<file path="src/rtl/pwc_pkg.sv">
package pwc_pkg;
  typedef enum logic [1:0] {
    PW_IDLE = 2'd0,
    PW_LOAD = 2'd1,
    PW_PROG = 2'd2
  } pw_state_t;
endpackage

</file>
<file path="src/rtl/pwc_interval.sv">
// Cycle counter: hit is high on the LIMIT-th running cycle after a clear.
module pwc_interval #(
  parameter int LIMIT = 4
) (
  input  logic clk,
  input  logic rst_n,
  input  logic clear,
  input  logic run,
  output logic hit
);
  localparam int CW = (LIMIT < 2) ? 1 : $clog2(LIMIT + 1);

  logic [CW-1:0] cnt_q;

  assign hit = run && (cnt_q == CW'(LIMIT - 1));

  always_ff @(posedge clk) begin
    if (!rst_n)          cnt_q <= '0;
    else if (clear)      cnt_q <= '0;
    else if (run && !hit) cnt_q <= cnt_q + 1'b1;
  end
endmodule

</file>
<file path="src/rtl/pwc_page_buf.sv">
// Page buffer: one byte register and one loaded flag per slot.
module pwc_page_buf #(
  parameter int DATA_W = 8,
  parameter int OFS_W  = 7
) (
  input  logic                           clk,
  input  logic                           rst_n,
  input  logic                           we,
  input  logic [OFS_W-1:0]               ofs,
  input  logic [DATA_W-1:0]              din,
  input  logic                           clr,
  output logic [(1<<OFS_W)-1:0]          mask,
  output logic [DATA_W*(1<<OFS_W)-1:0]   data
);
  localparam int PAGE = 1 << OFS_W;

  for (genvar g = 0; g < PAGE; g++) begin : g_slot
    logic [DATA_W-1:0] byte_q;
    logic              used_q;
    logic              sel;

    assign sel = we && (ofs == OFS_W'(g));

    always_ff @(posedge clk) begin
      if (!rst_n) begin
        byte_q <= '0;
        used_q <= 1'b0;
      end else if (sel) begin
        byte_q <= din;
        used_q <= 1'b1;
      end else if (clr) begin
        used_q <= 1'b0;
      end
    end

    assign mask[g]                   = used_q;
    assign data[g*DATA_W +: DATA_W]  = byte_q;
  end
endmodule

</file>
<file path="src/rtl/page_write_ctrl.sv">
module page_write_ctrl
  import pwc_pkg::*;
#(
  parameter int ADDR_W       = 19,
  parameter int DATA_W       = 8,
  parameter int OFS_W        = 7,
  parameter int LOAD_TIMEOUT = 7500,
  parameter int PROG_CYCLES  = 500000
) (
  input  logic                              clk,
  input  logic                              rst_n,
  input  logic                              wr_valid,
  output logic                              wr_ready,
  input  logic [ADDR_W-1:0]                 wr_addr,
  input  logic [DATA_W-1:0]                 wr_data,
  output logic                              busy,
  output logic                              loading,
  output logic [ADDR_W-OFS_W-1:0]           row_addr,
  output logic                              commit_valid,
  output logic [(1<<OFS_W)-1:0]             commit_mask,
  output logic [DATA_W*(1<<OFS_W)-1:0]      commit_data,
  output logic [DATA_W-1:0]                 last_data,
  output logic [OFS_W-1:0]                  last_ofs
);
  localparam int ROW_W = ADDR_W - OFS_W;

  pw_state_t        st_q, st_d;
  logic [ROW_W-1:0] row_q;
  logic [ROW_W-1:0] in_row;
  logic [OFS_W-1:0] in_ofs;
  logic             accept, store, to_hit, pg_hit, enter_prog;

  assign in_row = wr_addr[ADDR_W-1:OFS_W];
  assign in_ofs = wr_addr[OFS_W-1:0];

  assign wr_ready = (st_q != PW_PROG);
  assign accept   = wr_valid && wr_ready;
  assign store    = accept && ((st_q == PW_IDLE) || (in_row == row_q));

  always_comb begin
    st_d = st_q;
    unique case (st_q)
      PW_IDLE: if (store)            st_d = PW_LOAD;
      PW_LOAD: if (!store && to_hit) st_d = PW_PROG;
      PW_PROG: if (pg_hit)           st_d = PW_IDLE;
      default:                       st_d = PW_IDLE;
    endcase
  end

  assign enter_prog = (st_q == PW_LOAD) && (st_d == PW_PROG);

  always_ff @(posedge clk) begin
    if (!rst_n) begin
      st_q      <= PW_IDLE;
      row_q     <= '0;
      last_data <= '0;
      last_ofs  <= '0;
    end else begin
      st_q <= st_d;
      if (store && st_q == PW_IDLE) row_q <= in_row;
      if (store) begin
        last_data <= wr_data;
        last_ofs  <= in_ofs;
      end
    end
  end

  pwc_interval #(.LIMIT(LOAD_TIMEOUT)) u_load_tmr (
    .clk   (clk),
    .rst_n (rst_n),
    .clear (store),
    .run   (st_q == PW_LOAD),
    .hit   (to_hit)
  );

  pwc_interval #(.LIMIT(PROG_CYCLES)) u_prog_tmr (
    .clk   (clk),
    .rst_n (rst_n),
    .clear (enter_prog),
    .run   (st_q == PW_PROG),
    .hit   (pg_hit)
  );

  pwc_page_buf #(.DATA_W(DATA_W), .OFS_W(OFS_W)) u_buf (
    .clk   (clk),
    .rst_n (rst_n),
    .we    (store),
    .ofs   (in_ofs),
    .din   (wr_data),
    .clr   (pg_hit),
    .mask  (commit_mask),
    .data  (commit_data)
  );

  assign busy         = (st_q == PW_PROG);
  assign loading      = (st_q == PW_LOAD);
  assign row_addr     = row_q;
  assign commit_valid = pg_hit;
endmodule

</file>
<file path="config.mk">
export PLATFORM = sky130hd
export DESIGN_NAME = page_write_ctrl
export DESIGN_NICKNAME = d
export VERILOG_FILES = /design/src/rtl/pwc_pkg.sv /design/src/rtl/pwc_interval.sv /design/src/rtl/pwc_page_buf.sv /design/src/rtl/page_write_ctrl.sv
export SDC_FILE = /design/constraint.sdc
export NUM_CORES = 2
export LEC_CHECK = 0
export BUFFER_PORTS_ARGS = -buffer_cell sky130_fd_sc_hd__buf_2
export CORE_AREA = 2 2 471 473
export DETAILED_ROUTE_END_ITERATION = 10
export DIE_AREA = 0 0 473 475
export PLACE_DENSITY = 0.47
export SLEW_MARGIN = 20
export SYNTH_ARGS = -nofsm -noshare
export SYNTH_HDL_FRONTEND = slang
export SYNTH_SLANG_ARGS = --single-unit
</file>
<file path="constraint.sdc">
create_clock -name clk -period 2.1 [get_ports clk]
set_input_delay 0 -clock clk [delete_from_list [all_inputs] [get_ports clk]]
set_output_delay 0 -clock clk [all_outputs]
set_load 0.01 [all_outputs]
</file>
==> summary.md <==
| Metric | Value |
|---|---|
| Status | finished, violations left |
| Failing checks | setup timing |
| Critical path class | reg -> reg |
| Synth Area in Compound Gates | 0.0499 |
| WL/cell | approximately 25 um |
| Number of synthesized flops with an enable pin | 0 |
| Initial core utilization | 0.214 |
| Worst-path fanout max | 8 |
| Initial antenna violation count | 15 |
| Syn Area/Cell | around 10 um2 |
| Startpoint Class | flip-flop |
| Syn Inst Count | roughly 4.7k |
| Detailed placement HPWL | approximately 150 mm |
| Max H-tree Level | 4 |
| RSZ-0062 raised after global routing | yes |
| First-pass GRT wire length | ~300 mm |
| Maximum vdd ir drop | approximately 0.8 mV |
| Relative slew slack | 0.332 |
| DRT iter0 DRCs | between 2k and 2.5k |
| Clock sinks | between 1k and 1.5k |
| Synth Cell Area | 0.0469 mm2 |
| Cell taking the most area after synthesis | dfxtp_1 |
| Worst-margin pin slew | ~1000 ps |
| Most frequent cell after synthesis | dfxtp_1 |
| Global Route Usage Sum | 0.187 |
| Synth Area in Adders | 0.000534 |
| Crit path time final | 2230 ps |
| Largest family of logic cells by synthesized area | multiplexers |
| Syn Nets | ~4.7k |
| Max Root-Sink Buffers | 3 |
| Placer Congestion | about 0.8 |
| Chip Width | ~470 um |
| Final setup margin | -126 ps |
| DIE AREA | roughly 0.22 mm2 |
| Final period util | 1.06 |
| Slew Viols, Final | 0 |
| Core area | around 0.22 mm2 |
| DR vias | 38.0k |
| Final TNS setup | -20,450 ps |
| DRC | 0 |
| I/O Buffers | approximately 1.2k |
| Vias per std cell | 4.31 |
| Final core utilization | 0.298 |
| Post-Synth XOR/XNOR Area | 0.00792 |
| Post-synth top cells | 1,213 x dfxtp_1, 1,169 x nand2_1, 1,033 x mux2i_1, 294 x clkbuf_1, 169 x buf_4 |
| TritonCTS buffer count | about 140 |
| Crit end category | flip-flop |
| Layout Skew | 29.4 ps |
| Aggregate global routing overflow | 0 |
| Boundary pin count | 1,213 |
| Post-DP Area | 0.0583 mm2 |
| CTS Root Cell | clkbuf_16 |
| Final ANT Viol Nets | 0 |
| Main synth FF type | dfxtp_1 |
| Reg clk slew, reported paths | approximately 60 ps |
| Vias in the first global route | roughly 38k |
| Fin. Hold Viols | 0 |
| Max_cap viols | 0 |
| Fraction of layout cells with a size suffix above 1 | 0.341 |
| Worst Path Required | 2830 ps |
| Worst skew pair latency | just over 800 ps |
| Post-synthesis sequential area ratio | 0.518 |
| Mux share of post-synthesis cell area | 0.221 |
| WP data arrival | 2960 ps |
| Synth area leaders | dfxtp_1 52%, mux2i_1 22%, nand2_1 9.4% |
| Die height | ~480 um |
| Design area | between 0.06 and 0.07 mm2 |
| Final net count | 5,862 |
| Largest net degree at the start of global routing | 210 |
| Synth Register Bits | 1,213 |
| Final WL | about 220 mm |
| Row Count | around 170 |
| Synth-to-layout area growth | 39.3% |
| Simple-gate portion of the synthesized area | 0.133 |
| Setup-failing EPs final | approximately 520 |
| Synth async-reset ratio | 0 |
| PD cells | roughly 790 mW/mm2 |
| P_leak | around 31 nW |
| Synth Warn # | 0 |
| Hold WC Path Type | in -> reg |
| Fmax | approximately 450 MHz |
| Yosys cell types | slightly below 60 |
| TritonCTS clock tree | yes |
| First-pass DRT Iterations | 5 |
| Top cell type's share of synthesized area | 0.518 |
## cells in the final DEF (no fill, tap or decap), drive strengths merged, types with 4 or more instances in the layout
master / instances
a21boi: 82
a31oi: 4
a32oi: 28
and2: 62
and3: 17
and4: 7
buf: 1581
bufinv: 9
clkbuf: 220
clkinv: 24
clkinvlp: 5
dfxtp: 1213
diode: 6
dlygate4sd3: 33
inv: 12
mux2i: 1033
nand2: 1169
nand2b: 6
nand3: 22
nand4: 72
nor2: 44
nor3: 40
nor4: 7
o211ai: 39
o21a: 59
o21ai: 11
o22ai: 55
o2bb2a: 4
o32a: 4
or2: 8
xnor2: 27
xor2: 12
## per-layer routing
metal	vias to the layer above	global-route usage	share of wire
li1	17800	-	-
met1	18500	0.233	0.43
met2	1336	0.295	0.45
met3	289	0.0657	0.084
met4	0	0.0678	0.034
met5	-	0	0
## where the power goes
| group | total [mW] | switching, mW | internal (mW) | leakage, nW |
|---|---|---|---|---|
| registers | 23.1 | 0.0574 | 23.1 | 9.78 |
| clock network | 26.2 | 10.9 | 15.3 | 2.41 |
| logic | 2.53 | 1.78 | 0.750 | 18.8 |
| total | 51.9 | 12.7 | 39.2 | 30.9 |
## cell type report
class	count	area, um2
Clock buffer	212	4270
Antenna cell	6	15.0
Timing Repair Buffer	1625	11900
Multi-Input combinational cell	2842	20500
Sequential cell	1213	24300
Clock inverter	45	688
Fill cell	22900	154000
Inverter	5	23.8
Tap cell	2871	3590
## cell families after synthesis
logic type | Yosys count
simple gates | 1470
flops | 1213
mux | 1034
buf+inv | 602
compound gates | 295
xor+xnor | 39
fa+ha+maj | 2
## critical path, stage by stage, from the launching register on
cell       delay, ps
dfxtp_4          350
xnor2_2          140
nand4_1          170
buf_6            190
or2_4            340
bufbuf_16        320
o22ai_4          200
buf_6            200
mux2i_1          190
## per-stage QoR
stage / power, mW / hold slack [ps] / cells / worst slack (ps)
CTS: 52.7 / 2.13 / 8782 / -156
finish: 51.9 / 64.1 / 8819 / -126
detailed placement: 26.0 / 295 / 8455 / -168
floorplan: 24.8 / 145 / 4655 / 155
global placement: 26.0 / 282 / 8455 / -132
global route: 53.7 / 40.6 / 8816 / -215
## sequential cells by signal (all words and copies together), names as in the netlist
register             count
u_prog_tmr.cnt_q        19
u_load_tmr.cnt_q        13
last_ofs                 7
row_addr                12
last_data                8
st_q                     2
u_buf.g_slot.used_q    128
u_buf.g_slot.byte_q   1024
## worst paths after layout
path	start	to	slack, ps	cells past startpoint
hold reg to reg	u_buf.g_slot[15].used_q	u_buf.g_slot[15].used_q	450	2
hold / removal	wr_addr[7]	row_addr[0]	60	4
setup / recovery	row_addr[6]	u_buf.g_slot[118].byte_q[3]	-130	8
setup reg to reg	row_addr[6]	u_buf.g_slot[118].byte_q[3]	-130	8
## timing repair
item	4_1_cts	5_1_grt
hold endpoints to repair	723	0
endpoints found under the setup margin	806	1031
pin swaps	13	37
hold buffers	33	0
gates resized for setup	85	80
setup buffers	20	26
gates cloned	18	7
Power figures use the tool's default switching activity.
